[src/rtl/lockbit_pkg.sv]
package lockbit_pkg;
    localparam int LOCK_W  = 8;
    localparam int NSECT   = 2;
    localparam int ACTIVE  = 6;
    localparam logic [LOCK_W-1:0] ERASED_WORD = '1;
    localparam logic [LOCK_W-1:0] PAD_MASK    = ~((LOCK_W)'((1 << ACTIVE) - 1));

    typedef enum logic {
        ST_ERASED     = 1'b0,
        ST_PROGRAMMED = 1'b1
    } store_state_e;

    typedef enum logic [1:0] {
        EXT_FULL    = 2'b00,
        EXT_RESVD   = 2'b01,
        EXT_NOWRITE = 2'b10,
        EXT_OPEN    = 2'b11
    } ext_mode_e;
endpackage

[src/rtl/lock_store.sv]
module lock_store
    import lockbit_pkg::*;
(
    input  logic              clk,
    input  logic              rst_n,
    input  logic              erase_cmd,
    input  logic              prog_cmd,
    input  logic [LOCK_W-1:0] prog_data,
    output logic [LOCK_W-1:0] word_q,
    output logic              is_erased
);
    store_state_e state_q, state_d;
    logic [LOCK_W-1:0] word_d;
    logic [LOCK_W-1:0] merged;

    assign merged = word_q & (prog_data | PAD_MASK);

    // state register
    always_ff @(posedge clk or negedge rst_n) begin
        if (!rst_n) begin
            state_q <= ST_ERASED;
            word_q  <= ERASED_WORD;
        end else begin
            state_q <= state_d;
            word_q  <= word_d;
        end
    end

    // next state and outputs
    always_comb begin
        state_d = state_q;
        word_d  = word_q;
        unique case (state_q)
            ST_ERASED: begin
                if (erase_cmd) begin
                    word_d = ERASED_WORD;
                end else if (prog_cmd) begin
                    word_d = merged;
                    if (merged != ERASED_WORD) state_d = ST_PROGRAMMED;
                end
            end
            ST_PROGRAMMED: begin
                if (erase_cmd) begin
                    word_d  = ERASED_WORD;
                    state_d = ST_ERASED;
                end else if (prog_cmd) begin
                    word_d = merged;
                end
            end
        endcase
    end

    always_comb begin
        is_erased = (state_q == ST_ERASED);
    end
endmodule

[src/rtl/ext_policy.sv]
module ext_policy
    import lockbit_pkg::*;
(
    input  logic [1:0] seal,
    output logic       write_ok,
    output logic       verify_ok
);
    ext_mode_e mode;
    assign mode = ext_mode_e'(seal);

    always_comb begin
        unique case (mode)
            EXT_OPEN:    begin write_ok = 1'b1; verify_ok = 1'b1; end
            EXT_NOWRITE: begin write_ok = 1'b0; verify_ok = 1'b1; end
            EXT_RESVD:   begin write_ok = 1'b0; verify_ok = 1'b0; end
            EXT_FULL:    begin write_ok = 1'b0; verify_ok = 1'b0; end
        endcase
    end
endmodule

[src/rtl/sect_policy.sv]
module sect_policy (
    input  logic wr_guard,
    input  logic rd_guard,
    output logic write_ok,
    output logic xread_ok
);
    always_comb begin
        unique case ({rd_guard, wr_guard})
            2'b11: begin write_ok = 1'b1; xread_ok = 1'b1; end
            2'b10: begin write_ok = 1'b0; xread_ok = 1'b1; end
            2'b00: begin write_ok = 1'b0; xread_ok = 1'b0; end
            2'b01: begin write_ok = 1'b1; xread_ok = 1'b0; end
        endcase
    end
endmodule

[src/rtl/lockbit_guard.sv]
module lockbit_guard
    import lockbit_pkg::*;
(
    input  logic              clk,
    input  logic              rst_n,
    input  logic              erase_cmd,
    input  logic              prog_cmd,
    input  logic [LOCK_W-1:0] prog_data,
    input  logic              exec_sect,
    input  logic              tgt_sect,
    input  logic              vec_in_boot,
    input  logic              dbg_fuse_en,
    output logic [LOCK_W-1:0] lock_byte,
    output logic              ext_prog_ok,
    output logic              ext_verify_ok,
    output logic              fuse_write_ok,
    output logic              dbg_ok,
    output logic              spm_ok,
    output logic              lpm_ok,
    output logic              irq_ok,
    output logic              dbg_bypass
);
    logic             erased;
    logic             ext_wr;
    logic             ext_rd;
    logic [NSECT-1:0] wr_ok;
    logic [NSECT-1:0] xrd_ok;

    lock_store u_store (
        .clk       (clk),
        .rst_n     (rst_n),
        .erase_cmd (erase_cmd),
        .prog_cmd  (prog_cmd),
        .prog_data (prog_data),
        .word_q    (lock_byte),
        .is_erased (erased)
    );

    ext_policy u_ext (
        .seal      (lock_byte[1:0]),
        .write_ok  (ext_wr),
        .verify_ok (ext_rd)
    );

    // section s uses bit 2+2s as write guard and 3+2s as cross-read guard
    for (genvar s = 0; s < NSECT; s++) begin : g_sect
        sect_policy u_pol (
            .wr_guard (lock_byte[2 + 2*s]),
            .rd_guard (lock_byte[3 + 2*s]),
            .write_ok (wr_ok[s]),
            .xread_ok (xrd_ok[s])
        );
    end

    always_comb begin
        ext_prog_ok   = ext_wr;
        fuse_write_ok = ext_wr;
        dbg_ok        = ext_wr;
        ext_verify_ok = ext_rd;
        spm_ok        = wr_ok[tgt_sect];
        lpm_ok        = (exec_sect == tgt_sect) || xrd_ok[tgt_sect];
        irq_ok        = (exec_sect == vec_in_boot) || xrd_ok[exec_sect];
        dbg_bypass    = dbg_fuse_en && !erased;
    end
endmodule

[config.mk]
export PLATFORM = sky130hd
export DESIGN_NAME = lockbit_guard
export DESIGN_NICKNAME = d
export VERILOG_FILES = /design/src/rtl/lockbit_pkg.sv /design/src/rtl/lock_store.sv /design/src/rtl/ext_policy.sv /design/src/rtl/sect_policy.sv /design/src/rtl/lockbit_guard.sv
export SDC_FILE = /design/constraint.sdc
export NUM_CORES = 1
export LEC_CHECK = 0
export BUFFER_PORTS_ARGS = -buffer_cell sky130_fd_sc_hd__clkbuf_2
export CAP_MARGIN = 20
export CORE_AREA = 5 5 42 44
export DETAILED_ROUTE_END_ITERATION = 8
export DIE_AREA = 0 0 47 49
export GPL_ROUTABILITY_DRIVEN = 0
export PLACE_DENSITY_LB_ADDON = 0.3
export SLEW_MARGIN = 15
export SYNTH_ARGS = -nofsm -noshare
export SYNTH_HDL_FRONTEND = slang
export SYNTH_SLANG_ARGS = --single-unit
[constraint.sdc]
create_clock -name clk -period 2.51 [get_ports clk]
set_clock_uncertainty 0.15 [all_clocks]
set_input_delay 0.3765 -clock clk [delete_from_list [all_inputs] [get_ports clk]]
set_output_delay 0.3765 -clock clk [all_outputs]
set_load 0.02 [all_outputs]
==> metrics.md <==
| Metric | Value |
|---|---|
| F_max | approximately 570 MHz |
| Met3 GRT Util | 0.0480 |
| Leak | around 0.29 nW |
| Layout cells sized above 1 | 0.592 |
| Clk buf depth | 2 |
| Hold WS | around 270 ps |
| Sw frac | 0.305 |
| Post-Syn Instances | 46 |
| Worst setup EP type | primary output |
| Syn Std Cell Area | 452 um^2 |
| Run status | finished, final reports clean |
| Die Ht | about 50 um |
| Worst path arrival time | about 1200 ps |
| Post-cts resize count | 0 |
| Hold Path Class | primary input to flop |
| ANT cells | 0 |
| Clk pwr share | 0.331 |
| # rows | 14 |
| Crit path max fanout | 5 |
| Final hold vios | 0 |
| Worst-margin pin slew | about 260 ps |
| Sw power | 0.103 mW |
| Number of max-slew violations in the final report | 0 |
| Dpl ws | between 1000 and 1500 ps |
| # IOs | 32 |
| Clk sinks | 8 |
| Drt drc | 0 |
| Area of the multi-input gates | around 180 um^2 |
| Die Span X | approximately 47 um |
| Pwr dens | between 500 and 600 mW/mm^2 |
| TNS Setup | 0 ps |
| Die Area | around 0.0023 mm^2 |
| Cell Area, Placed | about 560 um^2 |
| First-pass GRT wire length | ~1.8 mm |
| Detailed Route WL | roughly 1.1 mm |
| Reg area | 209 um^2 |
| Reg2reg setup slack | between 1000 and 1500 ps |
| Commonest non-fill, non-tap cells in the layout | clkbuf_2, dfstp_2, nand2b_1 |
| Sequential fraction of the synthesis area | 0.463 |
| Vias/cell | between 4 and 5 |
| Post CTS Setup Buffer Count | 0 |
| Avg Cell Area, Syn | roughly 9.8 um^2 |
| Combinational share of power | 0.224 |
| Sequential Power Share | 0.445 |
| Met1 usage | 0.136 |
| DP Cell Count | about 80 |
| Flops & latches, synth | 8 |
| Post-DP HPWL | between 800 and 900 um |
| Critical Path RT | 1980 ps |
| Starting Density | 0.322 |
| Area growth syn-to-layout | 31.3% |
| Clock Latency Late Sink | about 260 ps |
| CP top delay family | flip-flops |
| Count of final setup violators | 0 |
| Worst setup SP type | flop |
| Fin crit share | 0.699 |
| Synthesized net count | 62 |
| Fin crit period | 1750 ps |
| Vias in the first global route | around 420 |
| Crit-path slowest cell | dfstp_2 |
| Critical path class | flop to primary output |
| Port buffer count | 29 |
| CP bufs+invs | 1 |
| Crit-path cells | nor2_1, a22oi_1, clkbuf_2 |
| Non-Filler Instances | 87 |
| Fillers | roughly 160 |
| Drt pass-1 iters | 4 |
| Number of distinct library cells after synthesis | 20 |
| CTS tree | built |
| Relative slew slack | 0.822 |
| CTS Buf Count | 3 |
| Final setup margin | 757 ps |
| Iteration-0 DRC Markers | 6 |
| All-layer global routing usage | 0.112 |
| Routed vias | ~420 |
| CTS root buffer | clkbuf_4 |
| M2 GR Usage | 0.163 |
| Leading cell type in the layout, fill and taps excluded | clkbuf_2 |
| CTS HTree Levels | 1 |
| DR WL/cell | ~12 um |
| RSZ-0062 raised after global routing | no |
| Synthesis Warnings | 0 |
| Int Power | roughly 0.23 mW |
| Slowest stage delay, CP | about 570 ps |
| GRT Max-Usage Layer | met2 |
| Core Footprint | ~0.0014 mm^2 |
| Hold-fix buffers at CTS | 1 |
| Largest net degree at the start of global routing | 9 |
| Max_cap viols | 0 |
| Worst-path clk slew | roughly 60 ps |
| Remaining Overflow, GRT | 0 |
| Antenna violations before repair | 0 |
| Design area | just under 600 um^2 |
| Maximum vdd drop | around 0.00029 V |
| Post-DRT Antenna Nets | 0 |
| Final net count | between 80 and 90 |
[stage by stage]
| step | total power [mW] | utilization |
|---|---|---|
| after floorplan | 0.203 | - |
| after global placement | 0.227 | 0.397 |
| after detailed placement | 0.227 | 0.397 |
| after CTS | 0.343 | 0.423 |
| after global routing | 0.357 | 0.423 |
| final | 0.337 | 0.423 |
[synth_stat cells]
| cell | instances | share of area |
|---|---|---|
| nand4b_1 | 1 | 0.019 |
| dfstp_2 | 7 | 0.41 |
| dfrtp_1 | 1 | 0.055 |
| inv_1 | 1 | 0.0083 |
| nor3b_1 | 1 | 0.017 |
| a22oi_1 | 1 | 0.017 |
| nand4_1 | 2 | 0.028 |
| mux2_2 | 1 | 0.025 |
| a21o_1 | 5 | 0.083 |
| nor3_1 | 1 | 0.011 |
| nor4_1 | 1 | 0.014 |
| and2_1 | 1 | 0.014 |
| or2_2 | 1 | 0.014 |
| nand2b_1 | 6 | 0.083 |
| nand2_1 | 1 | 0.0083 |
| clkbuf_1 | 2 | 0.017 |
| a21oi_1 | 1 | 0.011 |
| buf_4 | 7 | 0.12 |
| nor2_1 | 4 | 0.033 |
| a21o_2 | 1 | 0.019 |
[cell type report]
class / count / area share
timing repair buffer: 30 / 0.262
sequential: 8 / 0.352
inverter: 1 / 0.00633
tap: 16 / 0.0338
multi-input combinational: 28 / 0.302
clock buffer: 4 / 0.0443
[worst paths after layout]
path,startpoint,to,depth (start not counted)
worst max register to register,u_store.word_q[3],u_store.state_q,3
worst min register to register,u_store.word_q[0],u_store.word_q[0],1
min in group asynchronous,rst_n,u_store.state_q,2
worst min-delay path,erase_cmd,u_store.state_q,2
max in group asynchronous,rst_n,u_store.word_q[5],2
worst max-delay path,u_store.word_q[3],irq_ok,3
[sequential cells by signal (all words and copies together), names as in the netlist]
register,cells
u_store.word_q,7
u_store.state_q,1
[layer usage]
metal  vias up  part of all wire
met1       197              0.43
li1        202                 -
met3         0             0.097
met2        18              0.47
met5         -                 0
met4         0                 0
[logic make-up (layout without fill, tap and decap cells)]
| family | Yosys count | after routing | share of synthesized area |
|---|---|---|---|
| flip-flops | 8 | 8 | 0.463 |
| buffers and inverters | 10 | 35 | 0.141 |
| AO/OA/AOI/OAI | 8 | 8 | 0.130 |
| AND/OR/NAND/NOR | 19 | 19 | 0.241 |
| multiplexers | 1 | 1 | 0.0249 |
[power groups by stage]
stage	logic [mW]	registers, mW	clock network (mW)
global route	0.0834	0.152	0.122
CTS	0.0763	0.150	0.116
detailed placement	0.0750	0.152	0
finish	0.0754	0.150	0.112
floorplan	0.0508	0.152	0
global placement	0.0748	0.152	0
Power figures use the tool's default switching activity.
